===== config.mk =====
export PLATFORM = sky130hd
export DESIGN_NAME = dual_chan_cmd_decoder
export DESIGN_NICKNAME = d
export VERILOG_FILES = /design/src/rtl/dcd_pkg.sv /design/src/rtl/dcd_cmd_fields.sv /design/src/rtl/dcd_chan.sv /design/src/rtl/dual_chan_cmd_decoder.sv
export SDC_FILE = /design/constraint.sdc
export NUM_CORES = 1
export LEC_CHECK = 0
export BUFFER_PORTS_ARGS = -buffer_cell sky130_fd_sc_hd__buf_2
export CORE_UTILIZATION = 45
export DETAILED_ROUTE_END_ITERATION = 10
export MAX_ROUTING_LAYER = met4
export PLACE_DENSITY_LB_ADDON = 0.2
export SYNTH_ARGS = -nofsm -noshare
export SYNTH_HDL_FRONTEND = slang
export SYNTH_SLANG_ARGS = --single-unit

===== constraint.sdc =====
create_clock -name clk -period 2.4 [get_ports clk]
set_input_delay 0.36 -clock clk [delete_from_list [all_inputs] [get_ports clk]]
set_output_delay 0.36 -clock clk [all_outputs]
set_load 0.05 [all_outputs]

===== src/rtl/dcd_pkg.sv =====
package dcd_pkg;
  localparam int CODE_W_DEF = 16;
  localparam int MODE_W     = 2;

  localparam logic [MODE_W-1:0] PM_ON   = 2'b00;
  localparam logic [MODE_W-1:0] PM_LOW  = 2'b01;
  localparam logic [MODE_W-1:0] PM_HIGH = 2'b10;
  localparam logic [MODE_W-1:0] PM_OPEN = 2'b11;

  // bit offsets counted from the code width
  function automatic int sel_pos(input int cw);  return cw + 2; endfunction
  function automatic int lda_pos(input int cw);  return cw + 4; endfunction
  function automatic int ldb_pos(input int cw);  return cw + 5; endfunction
  function automatic int rsv_top(input int cw);  return cw + 7; endfunction
endpackage


===== src/rtl/dcd_cmd_fields.sv =====
module dcd_cmd_fields #(
  parameter int CODE_W = dcd_pkg::CODE_W_DEF,
  localparam int CMD_W = CODE_W + 8
) (
  input  logic                      take,
  input  logic [CMD_W-1:0]          word,
  output logic                      rsv_bad,
  output logic [1:0]                wr_en,
  output logic [1:0]                ld_en,
  output logic [dcd_pkg::MODE_W-1:0] wr_mode,
  output logic [CODE_W-1:0]         wr_code
);
  localparam int SEL = dcd_pkg::sel_pos(CODE_W);
  localparam int LDA = dcd_pkg::lda_pos(CODE_W);
  localparam int LDB = dcd_pkg::ldb_pos(CODE_W);
  localparam int RSV = dcd_pkg::rsv_top(CODE_W);

  logic ok;

  always_comb begin
    rsv_bad = take && (word[RSV -: 2] != 2'b00);
    ok      = take && (word[RSV -: 2] == 2'b00);
    wr_en   = 2'b00;
    if (ok) wr_en[word[SEL]] = 1'b1;
    ld_en   = ok ? {word[LDB], word[LDA]} : 2'b00;
    wr_mode = word[CODE_W +: dcd_pkg::MODE_W];
    wr_code = word[CODE_W-1:0];
  end
endmodule


===== src/rtl/dcd_chan.sv =====
module dcd_chan #(
  parameter int CODE_W = dcd_pkg::CODE_W_DEF
) (
  input  logic                       clk,
  input  logic                       rst_n,
  input  logic                       wr_en,
  input  logic                       ld_en,
  input  logic [dcd_pkg::MODE_W-1:0] wr_mode,
  input  logic [CODE_W-1:0]          wr_code,
  output logic [CODE_W-1:0]          act_code,
  output logic [dcd_pkg::MODE_W-1:0] act_mode,
  output logic                       pd
);
  import dcd_pkg::*;

  logic [CODE_W-1:0] buf_code, buf_code_nx;
  logic [MODE_W-1:0] buf_mode, buf_mode_nx;

  // write stage resolves first so a same-word load sees it
  always_comb begin
    buf_mode_nx = wr_en ? wr_mode : buf_mode;
    buf_code_nx = (wr_en && wr_mode == PM_ON) ? wr_code : buf_code;
  end

  always_ff @(posedge clk or negedge rst_n) begin
    if (!rst_n) begin
      buf_code <= '0;
      buf_mode <= PM_ON;
      act_code <= '0;
      act_mode <= PM_ON;
    end else begin
      buf_code <= buf_code_nx;
      buf_mode <= buf_mode_nx;
      if (ld_en) begin
        act_mode <= buf_mode_nx;
        if (buf_mode_nx == PM_ON) act_code <= buf_code_nx;
      end
    end
  end

  assign pd = (act_mode != PM_ON);

  AST_HOLD_NO_LOAD: assert property (@(posedge clk) disable iff (!rst_n)
    !ld_en |=> ($stable(act_code) && $stable(act_mode)));
  AST_PD_CODE_KEPT: assert property (@(posedge clk) disable iff (!rst_n)
    (ld_en && wr_en && wr_mode != PM_ON) |=> $stable(act_code));
  AST_WAKE_BY_LOAD: assert property (@(posedge clk) disable iff (!rst_n)
    (pd && !ld_en) |=> pd);
endmodule


===== src/rtl/dual_chan_cmd_decoder.sv =====
module dual_chan_cmd_decoder #(
  parameter int CODE_W = dcd_pkg::CODE_W_DEF,
  localparam int CMD_W = CODE_W + 8,
  localparam int MW    = dcd_pkg::MODE_W
) (
  input  logic              clk,
  input  logic              rst_n,
  input  logic              cmd_valid,
  output logic              cmd_ready,
  input  logic [CMD_W-1:0]  cmd_word,
  output logic [CODE_W-1:0] code_a,
  output logic [MW-1:0]     mode_a,
  output logic              pd_a,
  output logic [CODE_W-1:0] code_b,
  output logic [MW-1:0]     mode_b,
  output logic              pd_b,
  output logic              rsv_err
);
  logic              take, rsv_bad;
  logic [1:0]        wr_en, ld_en, pd_v;
  logic [MW-1:0]     wr_mode;
  logic [CODE_W-1:0] wr_code;
  logic [CODE_W-1:0] code_v [2];
  logic [MW-1:0]     mode_v [2];

  assign take = cmd_valid && cmd_ready;

  always_ff @(posedge clk or negedge rst_n) begin
    if (!rst_n) begin
      cmd_ready <= 1'b0;
      rsv_err   <= 1'b0;
    end else begin
      cmd_ready <= 1'b1;
      if (rsv_bad) rsv_err <= 1'b1;
    end
  end

  dcd_cmd_fields #(.CODE_W(CODE_W)) u_fields (
    .take(take), .word(cmd_word), .rsv_bad(rsv_bad), .wr_en(wr_en),
    .ld_en(ld_en), .wr_mode(wr_mode), .wr_code(wr_code)
  );

  for (genvar c = 0; c < 2; c++) begin : g_ch
    dcd_chan #(.CODE_W(CODE_W)) u_ch (
      .clk(clk), .rst_n(rst_n), .wr_en(wr_en[c]), .ld_en(ld_en[c]),
      .wr_mode(wr_mode), .wr_code(wr_code),
      .act_code(code_v[c]), .act_mode(mode_v[c]), .pd(pd_v[c])
    );
  end

  assign code_a = code_v[0];
  assign mode_a = mode_v[0];
  assign pd_a   = pd_v[0];
  assign code_b = code_v[1];
  assign mode_b = mode_v[1];
  assign pd_b   = pd_v[1];

  AST_ERR_STICKY: assert property (@(posedge clk) disable iff (!rst_n)
    rsv_err |=> rsv_err);
  AST_RSV_NO_EFFECT: assert property (@(posedge clk) disable iff (!rst_n)
    (take && cmd_word[CMD_W-1 -: 2] != 2'b00) |=>
      ($stable(code_a) && $stable(code_b) && $stable(mode_a) && $stable(mode_b)));
  AST_ONE_BUFFER: assert property (@(posedge clk) disable iff (!rst_n)
    $onehot0(wr_en));
  AST_IDLE_HOLD: assert property (@(posedge clk) disable iff (!rst_n)
    !cmd_valid |=> ($stable(code_a) && $stable(code_b) && $stable(mode_a) && $stable(mode_b)));
endmodule


==> qor.yml, run 1 <==
synthMuxAreaShare: 0.146
maxCapViolCount: 0
p_int_mw: 2.33
yosysUniqueCellTypes: 29
clkPwrFrac: 0.200
grt_pass1_wl_um: 11800
reg2reg_slack_ps: 590
yosysTopAreaCell: "dfrtp_1"
top_level_ports: 67
grt_overflow: 0
worstMarginPinSlew_ps: 695
diodes: 0
ys_seq_elements: 74
period_share: 0.753
cp-start-kind: "register"
port_buffers: 65
root_buffer: "clkbuf_8"
r2r_cells: 4
grt_max_degree: 46
p_sw_mw: 1.62
ys.flop_type: "dfrtp_1"
min_period_ps: 1810
synth_compound_area_frac: 0.184
core_um2: 6940
yosysTopAreaCellShare: 0.560
slew_violations: 0
synth_top_family_by_area: "compound AO/OA/AOI/OAI gates"
finalHoldViolations: 0
peakVddDrop_uv: 487
syn_area_per_cell_um2: 13.4
power_density_nw_per_um2: 1010
hp-class: "primary input to async pin"
cp_slowest_stage_delay_ps: 380
grt_pass1_vias: 2302
worst_setup_path_end_kind: "register"
clk_latency_ps: 340
status: "finished clean"
syn_area_um2: 3310
drive_gt1_frac: 0.425
clk_pin_slew_ps: 70
drcViolationCount: 0
cp_top_family: "simple AND/OR/NAND/NOR gates"
path_class: "register to register"
seq_power_share: 0.426
rsz0062_at_grt: "no"
vias_per_cell: 5.61
r2r-start: "cmd_ready$_DFF_PN0_"
synthAdderAreaFrac: 0
start_util: 0.476
fp.dieH_um: 87.7
placed_area_um2: 3760
drt_pre_antenna_iters: 4
finalClockSkew_ps: 8.04
wire_per_inst_um: 17.5
numClockSinks: 74
ctsHoldBuffers: 0
synthesis.nets: 274
final_cell_mix: "dfrtp_1, buf_2, a2bb2oi_1"
hpwl_um: 4880
clock_path_buffers: 2
worstReg2RegEnd: "g_ch[0].u_ch.buf_code[6]$_DFF_PN0_"
drtIter0Drc: 144
crit_chain: "nand4bb_1 > nor4_2 > buf_4 > mux2_2"
grt.total_usage: 0.211
cts_setup_buffers: 0
pwr-share-comb: 0.374
cp_slowest_cell: "dfrtp_1"
cts_tree: "built"
tns_ps: 0
htreeDepth: 3
ant_nets: 0
final_util: 0.564
synth_top_cells_by_area: "dfrtp_1, mux2_2, a2bb2oi_1"
postLayoutCellArea_um2: 3920
numCtsBuffers: 9
fmax_mhz: 553
area_growth_pct: 18.3
p_sw_frac: 0.410
synth_xor_area_frac: 0
async_reset_ff_frac: 1.00
fillers: 606
gp_congestion: 0.718
fin_nets: 343
cp.arrival_ps: 2020
crit_fanout: 16
rows: 30
critPathRequiredTime_ps: 2610
wl_um: 7290
crit_buf_inv: 1
mostFrequentLayoutCell: "dfrtp_1"
cts-resized-gates: 0
synth-simple-area-share: 0.0677
synth_cells: 247
chipWidth_um: 87.7
finalSetupViolCount: 0
ys_warn_count: 0
synth-edff-count: 0
antenna_found_initial: 0
detailroute.via_count: 2334
synth-seq-area-share: 0.560
die_area_um2: 7700
power.leakage_nw: 1.82
relSlewSlack: 0.536
[cells by family (layout without fill, tap and decap cells)]
logic type / count (synthesis) / after routing
AO/OA/AOI/OAI: 75 / 75
flip-flops: 74 / 74
multiplexers: 40 / 40
AND/OR/NAND/NOR: 31 / 31
buffers and inverters: 26 / 99
other: 1 / 1
[layer usage]
| layer | GRT usage | vias up | routed length, um | share of wire |
|---|---|---|---|---|
| met5 | - | - | 0 | 0 |
| met4 | 0.0879 | 0 | 122 | 0.017 |
| met3 | 0.0292 | 10 | 261 | 0.036 |
| met2 | 0.283 | 64 | 3160 | 0.43 |
| met1 | 0.317 | 1151 | 3740 | 0.51 |
| li1 | - | 1109 | - | - |
[flip-flops by register name, summed over array words and instances, names as in the netlist]
name and cells:
g_ch.u_ch.buf_code 32, cmd_ready 1, g_ch.u_ch.buf_mode 4, g_ch.u_ch.act_mode 4, g_ch.u_ch.act_code 32, rsv_err 1
[Yosys cell counts (2+ instances only)]
| cell | n |
|---|---|
| dfrtp_1 | 74 |
| a2bb2oi_1 | 32 |
| mux2_2 | 26 |
| o22ai_1 | 16 |
| o32ai_1 | 16 |
| or4_1 | 16 |
| clkbuf_1 | 13 |
| mux2_4 | 10 |
| a21oi_1 | 8 |
| buf_2 | 5 |
| mux2i_1 | 4 |
| nor2_1 | 3 |
| a211oi_4 | 2 |
| buf_4 | 2 |
| buf_6 | 2 |
| inv_1 | 2 |
| or2_2 | 2 |
| or3_1 | 2 |
| or3b_1 | 2 |
[how the worst max path moves through the flow]
stage,depth (start not counted),end,from
final,4,g_ch[0].u_ch.buf_code[6]$_DFF_PN0_,cmd_ready$_DFF_PN0_
after global routing,4,g_ch[0].u_ch.buf_code[9]$_DFF_PN0_,cmd_ready$_DFF_PN0_
after CTS,4,g_ch[0].u_ch.buf_code[5]$_DFF_PN0_,cmd_ready$_DFF_PN0_
after detailed placement,5,g_ch[0].u_ch.buf_code[8]$_DFF_PN0_,cmd_word[22]
after global placement,5,g_ch[0].u_ch.buf_code[11]$_DFF_PN0_,cmd_word[22]
after floorplan,4,g_ch[0].u_ch.buf_code[0]$_DFF_PN0_,cmd_ready$_DFF_PN0_
[power by group through the flow]
stage | combinational, mW | clock (mW) | sequential [mW]
6_report | 1.48 | 0.793 | 1.68
5_1_grt | 1.56 | 0.867 | 1.72
4_1_cts | 1.49 | 0.813 | 1.69
3_5_place_dp | 1.48 | 0 | 1.70
3_3_place_gp | 1.47 | 0 | 1.70
2_1_floorplan | 0.426 | 0 | 2.38
[through the flow]
stage	setup WS [ps]	hold WS [ps]	total power, mW	std cells
2_1_floorplan	326	64.4	2.80	247
3_3_place_gp	442	437	3.17	401
3_5_place_dp	441	447	3.19	401
4_1_cts	608	89.3	3.99	416
5_1_grt	479	107	4.15	416
6_report	592	61.3	3.96	416
[final cells by class]
type | count | area (um2) | share of cell area
Inverter | 2 | 7.51 | 0.00192
Clock buffer | 11 | 131 | 0.0336
Multi-Input combinational cell | 147 | 1320 | 0.337
Timing Repair Buffer | 82 | 465 | 0.119
Clock inverter | 4 | 20.0 | 0.00511
Sequential cell | 74 | 1850 | 0.473
Tap cell | 96 | 120 | 0.0307
Power figures use the tool's default switching activity.
==> run 2: changes to the inputs <==
clock period = 1.7 ns   (was 2.4 ns; I/O delays follow)
==> run 2 against run 1 <==
Design area is 8.0% higher; via count is 2.4% higher; die area unchanged; clock skew grew 4.2 ps; fmax up 13%; routed wire length increased by 4.7%; cell count up 2.6%; clock-buffer cell count is the same; combinational power increased by 43%; global-route usage is 1.6 points higher; register-to-register slack got worse by 490 ps; sequential power grew 42%; highest routed layer unchanged.
==> qor.yml, run 2 (synthesized netlist as in run 1, its figures left out) <==
wl_um: 7630
diodes: 0
worst_setup_path_end_kind: "register"
rsz0062_at_grt: "no"
cp_slowest_cell: "or3_1"
core_um2: 6940
finalClockSkew_ps: 12.3
drt_pre_antenna_iters: 4
period_share: 0.941
final_cell_mix: "dfrtp_1, buf_2, a2bb2oi_1"
power_density_nw_per_um2: 1500
mostFrequentLayoutCell: "dfrtp_1"
grt_pass1_wl_um: 12400
top_level_ports: 67
grt_pass1_vias: 2366
antenna_found_initial: 0
hpwl_um: 5130
finalSetupViolCount: 0
peakVddDrop_uv: 783
fmax_mhz: 625
port_buffers: 65
power.leakage_nw: 1.96
cts_tree: "built"
crit_fanout: 16
r2r-start: "g_ch[1].u_ch.buf_mode[0]$_DFF_PN0_"
fillers: 573
top_regs: "g_ch.u_ch.act_code: 32 flops, g_ch.u_ch.buf_code: 32 flops"
vias_per_cell: 5.59
start_util: 0.476
timing.hold.ws_ps: 187
die_area_um2: 7700
min_period_ps: 1600
detailroute.via_count: 2389
cp.arrival_ps: 1850
finalHoldViolations: 0
fp.dieH_um: 87.7
wire_per_inst_um: 17.9
maxCapViolCount: 0
critPathLaunch: "g_ch[1].u_ch.buf_mode[0]$_DFF_PN0_"
root_buffer: "clkbuf_8"
cp_top_family: "compound AO/OA/AOI/OAI gates"
htreeDepth: 3
cp_slowest_stage_delay_ps: 470
drcViolationCount: 0
area_growth_pct: 27.8
grt_max_degree: 75
hp-class: "primary input to register"
path_class: "register to register"
fin_cells: 427
chipWidth_um: 87.7
gp_congestion: 0.750
ant_nets: 0
grt_overflow: 0
critPathRequiredTime_ps: 1950
cts_setup_buffers: 0
drtIter0Drc: 186
dp_cells: 410
clk_latency_ps: 350
reg2reg_slack_ps: 100
status: "finished clean"
slew_violations: 0
cp-start-kind: "register"
numCtsBuffers: 9
crit_buf_inv: 1
numClockSinks: 74
placed_area_um2: 3940
drive_gt1_frac: 0.456
fin_nets: 353
crit_chain: "or3_1 > a211oi_4 > buf_12 > a2bb2oi_1"
worstHoldStart: "cmd_word[10]"
postLayoutCellArea_um2: 4230
clock_path_buffers: 2
final_util: 0.609
rows: 30
grt.total_usage: 0.226
clk_pin_slew_ps: 80
run 2: where the power goes:
group	switching [mW]	internal, mW	total [mW]	leakage (nW)
Clock	0.652	1.16	1.81	0.134
Combinational	1.47	0.657	2.12	0.893
Sequential	0.227	2.16	2.38	0.933
Total	2.35	3.98	6.32	1.96
run 2: path summary, 6_finish.rpt:
| kind | cells after the start | to |
|---|---|---|
| max | 4 | g_ch[1].u_ch.act_code[10]$_DFFE_PN0P_ |
| min | 2 | g_ch[1].u_ch.buf_code[10]$_DFF_PN0_ |
| max reg2reg | 4 | g_ch[1].u_ch.act_code[10]$_DFFE_PN0P_ |
| min reg2reg | 1 | rsv_err$_DFFE_PN0P_ |
| max in group asynchronous | 3 | g_ch[1].u_ch.act_code[7]$_DFFE_PN0P_ |
| min in group asynchronous | 3 | g_ch[0].u_ch.act_code[2]$_DFFE_PN0P_ |
run 2: area by class of cell:
type	count	area, um2	share of cell area
Tap cell	96	120	0.0284
Clock buffer	11	141	0.0335
Timing Repair Buffer	92	597	0.141
Multi-Input combinational cell	147	1380	0.327
Clock inverter	5	125	0.0296
Sequential cell	74	1850	0.438
Inverter	2	7.51	0.00178
run 2: metal layers:
layer  up-vias  wire length, um  track usage
met5         -                0            -
met4         0               73       0.0760
met3         5              223       0.0566
met2        57             3490        0.314
met1      1194             3840        0.323
li1       1133                -            -
run 2: worst reg2reg max path, stage by stage, from the launching register on:
cell	delay, ps
dfrtp_1	390
or3_1	470
a211oi_4	290
buf_12	180
a2bb2oi_1	190
run 2: what timing repair did:
| item | 4_1_cts | 5_1_grt |
|---|---|---|
| hold endpoints to repair | 74 | 0 |
| endpoints found under the setup margin | 0 | 7 |
| gates resized for setup | 0 | 2 |
| hold buffers | 1 | 0 |
run 2: through the flow:
step,setup TNS (ps),setup WS (ps),power (mW)
detailed placement,-103,-28.0,4.53
global placement,0,15.4,4.51
floorplan,-807,-57.3,3.98
CTS,0,72.4,6.36
finish,0,99.5,6.32
global route,0,14.9,6.60
